[config.mk]
export PLATFORM = sky130hd
export DESIGN_NAME = mesiSnoopCtrl
export DESIGN_NICKNAME = d
export VERILOG_FILES = /design/src/rtl/mesiCtrlPkg.sv /design/src/rtl/mesiTagPath.sv /design/src/rtl/mesiCtrlFsm.sv /design/src/rtl/mesiSnoopCtrl.sv
export SDC_FILE = /design/constraint.sdc
export NUM_CORES = 1
export LEC_CHECK = 0
export ABC_AREA = 1
export CORE_AREA = 2 2 145 90
export DETAILED_ROUTE_END_ITERATION = 10
export DIE_AREA = 0 0 147 92
export HOLD_SLACK_MARGIN = 0.02
export PLACE_DENSITY_LB_ADDON = 0.3
export REMOVE_ABC_BUFFERS = 1
export SETUP_SLACK_MARGIN = 0.4
export SLEW_MARGIN = 40
export SYNTH_ARGS = -nofsm -noshare
export SYNTH_HDL_FRONTEND = slang
export SYNTH_SLANG_ARGS = --single-unit
[constraint.sdc]
create_clock -name clk -period 2.05 [get_ports clk]
set_clock_uncertainty 0.05 [all_clocks]
set_input_delay 0.205 -clock clk [delete_from_list [all_inputs] [get_ports clk]]
set_output_delay 0.205 -clock clk [all_outputs]
set_load 0.05 [all_outputs]
[src/rtl/mesiCtrlPkg.sv]
package mesiCtrlPkg;

  typedef enum logic [1:0] {
    LS_INV = 2'd0,
    LS_SHR = 2'd1,
    LS_EXC = 2'd2,
    LS_MOD = 2'd3
  } lineState_t;

  typedef enum logic [1:0] {
    BC_NONE  = 2'd0,
    BC_READ  = 2'd1,
    BC_READX = 2'd2,
    BC_WBACK = 2'd3
  } busCmd_t;

  typedef struct packed {
    logic       latchReq;
    logic       setMod;
    logic       dropLine;
    logic       fillLine;
    lineState_t fillState;
    logic       selWback;
  } ctrlStrobe_t;

endpackage

[src/rtl/mesiTagPath.sv]
module mesiTagPath
  import mesiCtrlPkg::*;
#(
  parameter int ADDR_W = 8,
  parameter int IDX_W  = 2
) (
  input  logic              clk,
  input  logic              rstN,
  input  logic [ADDR_W-1:0] cpuAddr,
  input  logic              cpuWrite,
  input  ctrlStrobe_t       strb,
  input  logic              snoopValid,
  input  logic [1:0]        snoopCmd,
  input  logic [ADDR_W-1:0] snoopAddr,
  output lineState_t        reqState,
  output logic              victimDirty,
  output logic              reqWrite,
  output logic [ADDR_W-1:0] busAddr,
  output logic              sharedOut,
  output logic              flushOut
);

  localparam int LINES = 1 << IDX_W;
  localparam int TAG_W = ADDR_W - IDX_W;

  logic [TAG_W-1:0]  tagArr [LINES];
  lineState_t        stArr  [LINES];
  logic [ADDR_W-1:0] reqAddrQ;
  logic              reqWriteQ;

  logic [IDX_W-1:0] reqIdx;
  logic [TAG_W-1:0] reqTag;
  logic             reqTagMatch;

  assign reqIdx      = reqAddrQ[IDX_W-1:0];
  assign reqTag      = reqAddrQ[ADDR_W-1:IDX_W];
  assign reqTagMatch = (tagArr[reqIdx] == reqTag);
  assign reqState    = reqTagMatch ? stArr[reqIdx] : LS_INV;
  assign victimDirty = !reqTagMatch && (stArr[reqIdx] == LS_MOD);
  assign reqWrite    = reqWriteQ;
  assign busAddr     = strb.selWback ? {tagArr[reqIdx], reqIdx} : reqAddrQ;

  // Snoop lookup, combinational so the shared line is valid in the snoop cycle
  logic [IDX_W-1:0] snpIdx;
  logic [TAG_W-1:0] snpTag;
  lineState_t       snpState;
  logic             snpRead;
  logic             snpReadX;
  logic             snpHit;

  assign snpIdx    = snoopAddr[IDX_W-1:0];
  assign snpTag    = snoopAddr[ADDR_W-1:IDX_W];
  assign snpState  = stArr[snpIdx];
  assign snpRead   = snoopValid && (snoopCmd == BC_READ);
  assign snpReadX  = snoopValid && (snoopCmd == BC_READX);
  assign snpHit    = (snpRead || snpReadX) && (snpState != LS_INV) &&
                     (tagArr[snpIdx] == snpTag);
  assign sharedOut = snpHit && snpRead;
  assign flushOut  = snpHit && (snpState == LS_MOD);

  always_ff @(posedge clk or negedge rstN) begin
    if (!rstN) begin
      reqAddrQ  <= '0;
      reqWriteQ <= 1'b0;
      for (int i = 0; i < LINES; i++) begin
        tagArr[i] <= '0;
        stArr[i]  <= LS_INV;
      end
    end else begin
      if (strb.latchReq) begin
        reqAddrQ  <= cpuAddr;
        reqWriteQ <= cpuWrite;
      end
      for (int i = 0; i < LINES; i++) begin
        if (strb.fillLine && reqIdx == IDX_W'(i)) begin
          tagArr[i] <= reqTag;
          stArr[i]  <= strb.fillState;
        end else if (strb.dropLine && reqIdx == IDX_W'(i)) begin
          stArr[i] <= LS_INV;
        end else if (strb.setMod && reqIdx == IDX_W'(i)) begin
          stArr[i] <= LS_MOD;
        end else if (snpHit && snpIdx == IDX_W'(i)) begin
          if (snpReadX) begin
            stArr[i] <= LS_INV;
          end else if (snpState == LS_MOD || snpState == LS_EXC) begin
            stArr[i] <= LS_SHR;
          end
        end
      end
    end
  end

endmodule

[src/rtl/mesiCtrlFsm.sv]
module mesiCtrlFsm
  import mesiCtrlPkg::*;
(
  input  logic        clk,
  input  logic        rstN,
  input  logic        cpuValid,
  input  lineState_t  reqState,
  input  logic        victimDirty,
  input  logic        reqWrite,
  input  logic        busGrant,
  input  logic        busDone,
  input  logic        sharedIn,
  output ctrlStrobe_t strb,
  output logic        cpuReady,
  output logic        busReq,
  output logic [1:0]  busCmd
);

  typedef enum logic [2:0] {
    F_IDLE, F_CHECK, F_WBACK, F_FETCH, F_RESP
  } fsm_t;

  fsm_t curQ, nxt;
  logic busFinish;

  assign busFinish = busGrant && busDone;

  always_comb begin
    strb = '0;
    nxt  = curQ;
    case (curQ)
      F_IDLE: begin
        if (cpuValid) begin
          strb.latchReq = 1'b1;
          nxt = F_CHECK;
        end
      end
      F_CHECK: begin
        if (reqState != LS_INV && (!reqWrite || reqState != LS_SHR)) begin
          strb.setMod = reqWrite;
          nxt = F_RESP;
        end else if (reqState == LS_SHR || !victimDirty) begin
          nxt = F_FETCH;
        end else begin
          nxt = F_WBACK;
        end
      end
      F_WBACK: begin
        strb.selWback = 1'b1;
        if (busFinish) begin
          strb.dropLine = 1'b1;
          nxt = F_FETCH;
        end
      end
      F_FETCH: begin
        if (busFinish) begin
          strb.fillLine  = 1'b1;
          strb.fillState = reqWrite ? LS_MOD : (sharedIn ? LS_SHR : LS_EXC);
          nxt = F_RESP;
        end
      end
      default: nxt = F_IDLE;
    endcase
  end

  always_ff @(posedge clk or negedge rstN) begin
    if (!rstN) curQ <= F_IDLE;
    else       curQ <= nxt;
  end

  assign cpuReady = (curQ == F_RESP);
  assign busReq   = (curQ == F_WBACK) || (curQ == F_FETCH);

  always_comb begin
    case (curQ)
      F_WBACK: busCmd = BC_WBACK;
      F_FETCH: busCmd = reqWrite ? BC_READX : BC_READ;
      default: busCmd = BC_NONE;
    endcase
  end

endmodule

[src/rtl/mesiSnoopCtrl.sv]
module mesiSnoopCtrl
  import mesiCtrlPkg::*;
#(
  parameter int ADDR_W = 8,
  parameter int IDX_W  = 2
) (
  input  logic              clk,
  input  logic              rstN,
  input  logic              cpuValid,
  input  logic              cpuWrite,
  input  logic [ADDR_W-1:0] cpuAddr,
  output logic              cpuReady,
  output logic              busReq,
  output logic [1:0]        busCmd,
  output logic [ADDR_W-1:0] busAddr,
  input  logic              busGrant,
  input  logic              busDone,
  input  logic              sharedIn,
  input  logic              snoopValid,
  input  logic [1:0]        snoopCmd,
  input  logic [ADDR_W-1:0] snoopAddr,
  output logic              sharedOut,
  output logic              flushOut
);

  ctrlStrobe_t strb;
  lineState_t  reqState;
  logic        victimDirty;
  logic        reqWrite;

  mesiTagPath #(.ADDR_W(ADDR_W), .IDX_W(IDX_W)) u_path (
    .clk(clk), .rstN(rstN), .cpuAddr(cpuAddr), .cpuWrite(cpuWrite),
    .strb(strb), .snoopValid(snoopValid), .snoopCmd(snoopCmd),
    .snoopAddr(snoopAddr), .reqState(reqState), .victimDirty(victimDirty),
    .reqWrite(reqWrite), .busAddr(busAddr), .sharedOut(sharedOut),
    .flushOut(flushOut)
  );

  mesiCtrlFsm u_fsm (
    .clk(clk), .rstN(rstN), .cpuValid(cpuValid), .reqState(reqState),
    .victimDirty(victimDirty), .reqWrite(reqWrite), .busGrant(busGrant),
    .busDone(busDone), .sharedIn(sharedIn), .strb(strb),
    .cpuReady(cpuReady), .busReq(busReq), .busCmd(busCmd)
  );

endmodule

* After elaboration in Yosys (flattened, before gate mapping)
Index checks and enable logic that the tools add are counted.
** Storage, ports and cells
- Input port bits :: 26
- Bits in registers :: 44
- Word-level logic and storage cells :: 139
- Output and inout port bits :: 14
** Cells by class
- Reduce and logical (&&, ||, !) cells :: 51
- Magnitude comparators :: 2
- Muxes and demuxes :: 51
- Bitwise gates (word level) :: 2
- Eq/ne operators :: 22
** Operator list (number)
- $mux W2 :: 26
- $logic_and A1 B1 Y1 :: 25
- $bmux W6 S2 :: 2
- $mux W6 :: 4
- $reduce_bool A5 Y1 :: 4
- $mux W3 :: 6
- $eq A2 B2 Y1 const B :: 8
- $reduce_bool A4 Y1 :: 4
- $eq A6 B6 Y1 :: 2
- $pmux W3 S4 :: 1
- $bmux W2 S2 :: 2
- $eq A2 B1 Y1 const B :: 4
- $mux W1 :: 8
- $mux W8 :: 1
- $reduce_and A2 Y1 :: 4
- $eq A3 B2 Y1 const B :: 2
- $ge A3 B3 Y1 const B :: 2
- $ne A2 B1 Y1 const B :: 3
- $not A2 Y3 :: 2
- $logic_or A1 B1 Y1 :: 5
- $logic_not A2 Y1 :: 2
- $pmux W2 S2 :: 1
- $reduce_bool A2 Y1 :: 2
- $eq A3 B1 Y1 const B :: 1
- other kinds (5) :: 7

* Depth between registers and ports, before layout
- Depth after elaboration :: 15
- Mapped depth :: 17
- Mapped depth without buffers :: 17

* Modules after synthesis
From an unflattened synthesis, not the netlist that was laid out.
** Second synthesis, totals
- Cell total of the unflattened synthesis :: 430
- Area total of the unflattened synthesis :: 2854.0 um2
** By module, submodules not included
- mesiTagPath :: cells each 383, times used 1, area each 2575.0 um2, seq. area each 1026.0 um2
- mesiCtrlFsm :: cells each 47, times used 1, area each 279.0 um2, seq. area each 75.1 um2

* Least setup slack after synthesis
No wires, ideal clock.
- Path type :: reg-to-output
- Start point :: register u_path.tagArr[12] in the netlist's numbering
- End point :: output flushOut
- Buffers on the path :: 0
- Path slack :: -0.562 ns
- Required time :: 1.795 ns
- Cell stages (with the launch flop) :: 8
- Data arrival time :: 2.357 ns
- Path through :: dfrtp_1 inv_1 nor2_1 a21oi_1 nand4_1 nand2_1 nand3_1 nor4_1
** Between the ends
- Longest elaborated chain between the ends :: 6
** RTL lines
- from (decl) :: line mesiTagPath.sv:26 : logic [TAG_W-1:0] tagArr [LINES];
- from (signal, indexed assignment) :: line mesiTagPath.sv:76 : tagArr[i] <= reqTag;
- $bmux W6 S2 :: line mesiTagPath.sv:57 : (tagArr[snpIdx] == snpTag);
- $mux W6 (implied by the code) (2 in series) :: line mesiTagPath.sv:57
- $eq A6 B6 Y1 :: line mesiTagPath.sv:57
- $logic_and A1 B1 Y1 :: line mesiTagPath.sv:56 : assign snpHit = (snpRead || snpReadX) && (snpState != LS_INV) &&
- $logic_and A1 B1 Y1 :: line mesiTagPath.sv:59 : assign flushOut = snpHit && (snpState == LS_MOD);
- to (decl) :: line mesiSnoopCtrl.sv:23 : output logic flushOut
No other way between the ends. The select of a mux whose other input is x is not followed.

* Final worst setup path
- Start point :: input snoopCmd[1]
- End point :: output flushOut
** Between the ends
- Longest elaborated chain between the ends :: 6
- Elaborated cells on any way between the ends :: 8
- Classes of those cells :: eq/ne: 2; reduce/logical: 6
** RTL lines
- from (decl) :: line mesiSnoopCtrl.sv:20 : input logic [1:0] snoopCmd,
- $eq A2 B1 Y1 or $eq A2 B2 Y1 (tied branches) :: line mesiTagPath.sv:54, mesiTagPath.sv:55
- $logic_and A1 B1 Y1, on equally long branches :: line mesiTagPath.sv:54, mesiTagPath.sv:55
- $logic_or A1 B1 Y1 (*) :: line mesiTagPath.sv:56
- $logic_and A1 B1 Y1 (*) (2 in series) :: line mesiTagPath.sv:56
- $logic_and A1 B1 Y1 (*) :: line mesiTagPath.sv:59
Every way passes the cells marked *; elsewhere a longest branch is shown, timed or not.

==> impl_results.md <==
* Power Dens Cells at 1590 nW/um2
* Seq/Total Area, Yosys at between 30% and 40%
* Worst EP arrival at roughly 1.9 ns
* Clock-pin slew on the worst setup and hold paths at ~0.060 ns
* Fillers at 1334
* Cell family with most CP delay: buffers and inverters
* Critical path's slowest cell: clkdlybuf4s50_1
* Final min period at 2.14 ns
* Max Slew Vio Count at 0
* Post-layout net count at about 560
* PortBufs at 39
* Num rows at 32
* Max Cap Viol at 0
* Worst vdd ir at approximately 1.1 mV
* Synthesis-to-layout area growth at 61.4%
* CP endpoint kind: output pin
* CP Launch Type: input pin
* Layout cells sized above 1 at 34.0%
* Worst hold-check path type: in2async
* Number of synthesized flops with an enable pin at 0
* Crit share post-route at 105%
* Syn_area_per_cell at 6.46 um2
* Clock Latency Late Sink at 0.30 ns
* RD Place Congestion at roughly 0.97
* Critical path buffer and inverter count at 3
* DP Worst Slack at -0.508 ns
* Post-DP HPWL at 7050 um
* Die footprint at between 10000 and 15000 um2
* Initial DRT Pass Iterations at 4
* Max Freq at ~470 MHz
* Largest net degree at the start of global routing at 25
* Status: finished, violations left
* Setup CP Type: in2out
* Die W at approximately 150 um
* Cell Area, Synth at 2760 um2
* Worst-path fanout max at 3
* Final Hold Viols at 0
* Via density at 4.45
* Top-level I/O count at 40
* CTS max path bufs at 2
* Post-DRT Antenna Nets at 0
* First-iteration detailed-routing DRC count at 221
* Failing checks: negative setup slack
* Max H-tree Level at 2
* Initial antenna violation count at 0
* Final Power at 7.07 mW
* Fraction of registers with async set/reset at 100%
* Synth Flop Type: dfrtp_1
* Cell Area, Placed at around 3700 um2
* CTS tree: yes
* Routed wire length at around 9900 um
* Synthesized instance count at about 430
* Cts bufs inserted at 5
* Vias in the first global route at 2935
* GR Util All Layers at 15.1%
* RSZ-0062 raised after global routing: yes
* Grt ovf at 0
* Worst-margin pin slew at about 0.56 ns
* Warnings, synthesis at 0
* CORE AREA at 12400 um2
* Drc violations at 0
* Leak pwr at ~2.2 nW
* Die Span Y at between 90 and 100 um
* Unique cell type count in the Yosys netlist at 29
* CP peak stage delay at approximately 0.59 ns
* # setup viols final at 10
* First-pass GRT wire length at between 15000 and 20000 um
* Clk root buf: clkbuf_16
* Clock sinks at 44
* Worst rel slew slack at a little over three fifths
* Routed wire per std cell at between 10 and 15 um
* Setup WS post-layout at -0.0937 ns
* Yosys reg bits at between 40 and 50
* Initial Utilization at between 20 and 25%
* Antenna cells at 0
* Via Count at roughly 3100
* Post-route cell area at approximately 4400 um2
* Critical-path cell list: clkdlybuf4s50_1, nand3_1, o21ai_0, nand2_1, nor2_2, nand2_2, nor4_4, buf_4, buf_12
* Worst path required time at roughly 1.8 ns
[placed cells by master, fill, tap and decap left out, types with 2 or more instances in the layout]
cell and instances:
nand2_1 150, buf_4 48, dfrtp_1 42, inv_1 32
o21ai_0 29, nand2_2 27, nand3_1 24, clkdlybuf4s50_1 22
nor2_1 19, buf_6 18, a21oi_1 14, nor2_2 12
inv_2 10, buf_12 10, nor2_4 9, o21ai_1 7
clkbuf_16 6, o21ai_2 5, a22oi_2 5, nand2_4 4
a21oi_2 4, nand4_1 3, nand3_2 3, clkinvlp_4 2
nand3b_1 2, nand3_4 2, nor4_4 2, inv_4 2
clkbuf_2 2, dfrtp_2 2
[final cells by class]
cell class | count | area (um2) | share of cell area [%]
timing repair buffer | 104 | 1050 | 23.6
sequential | 44 | 1100 | 24.8
multi-input combinational | 329 | 1770 | 39.7
inverter | 45 | 178 | 3.99
clock inverter | 2 | 12.5 | 0.281
tap | 170 | 213 | 4.78
clock buffer | 5 | 125 | 2.81
[Yosys cell counts (2+ instances only)]
master / number / share of area [%]
nor2_2: 3 / 0.68
a21oi_1: 17 / 3.1
nand4_1: 3 / 0.68
buf_4: 2 / 0.54
nand3_1: 28 / 5.1
inv_2: 5 / 0.68
a22oi_1: 5 / 1.4
clkbuf_1: 5 / 0.68
nand3b_1: 2 / 0.54
o21ai_0: 37 / 6.7
inv_1: 39 / 5.3
nor4_1: 2 / 0.45
nor2_1: 36 / 4.9
dfrtp_1: 44 / 40
nand2_1: 181 / 25
o21ai_1: 5 / 0.91
[power by group]
group / total [mW] / switching [mW] / internal, mW / leakage, nW
Combinational: 4.61 / 2.65 / 1.96 / 1.59
Sequential: 1.66 / 0.393 / 1.27 / 0.527
Clock: 0.797 / 0.354 / 0.443 / 0.0657
Total: 7.07 / 3.39 / 3.67 / 2.18
[layer usage]
metal / GRT usage [%] / part of all wire, %
met1: 21.2 / 49
met2: 22.5 / 44
met3: 4.33 / 5.8
met4: 4.65 / 1.4
met5: 0 / 0
[cell families (layout without fill, tap and decap cells)]
kind of cell	Yosys count	in the layout	share of synthesized area, %
AND/OR/NAND/NOR	260	260	38.6
AO/OA/AOI/OAI	69	69	13.5
buffers and inverters	54	156	7.94
flip-flops	44	44	39.9
[worst paths after layout]
kind                            depth (start not counted)  slack, ns                  to                from
max in group asynchronous                               3       1.04   u_path.tagArr[10]                rstN
worst max-delay path                                    9      -0.09            flushOut         snoopCmd[1]
worst min-delay path                                    2       0.38     u_path.stArr[7]                rstN
min in group clk                                        3       0.43  u_path.reqAddrQ[7]          cpuAddr[7]
worst min register to register                          2       0.47    u_path.tagArr[6]    u_path.tagArr[6]
worst max register to register                         16      -0.07     u_path.stArr[4]  u_path.reqAddrQ[0]
[sequential cells by signal (all words and copies together), names as in the netlist]
signal	count
u_path.reqWrite	1
u_fsm.curQ	3
u_path.tagArr	24
u_path.reqAddrQ	8
u_path.stArr	8
[what timing repair did]
action | CTS | global route
cloned | 1 | 0
hold buffers | 1 | 0
pin swaps | 24 | 21
resized for setup | 66 | 71
endpoints found under the setup margin | 36 | 40
endpoints found under the hold margin | 20 | 0
buffers inserted | 9 | 10
[metrics by stage]
stage               TNS (ns)  hold WS (ns)  cells  util [%]
CTS                   -0.521         0.417    689      33.6
detailed placement     -3.45         0.186    671      30.1
floorplan              -3.77        -0.141    418         -
finish                -0.391         0.384    699      35.8
global route           -2.24         0.448    699      35.8
global placement       -2.98         0.190    671      30.1
Power figures use the tool's default switching activity.
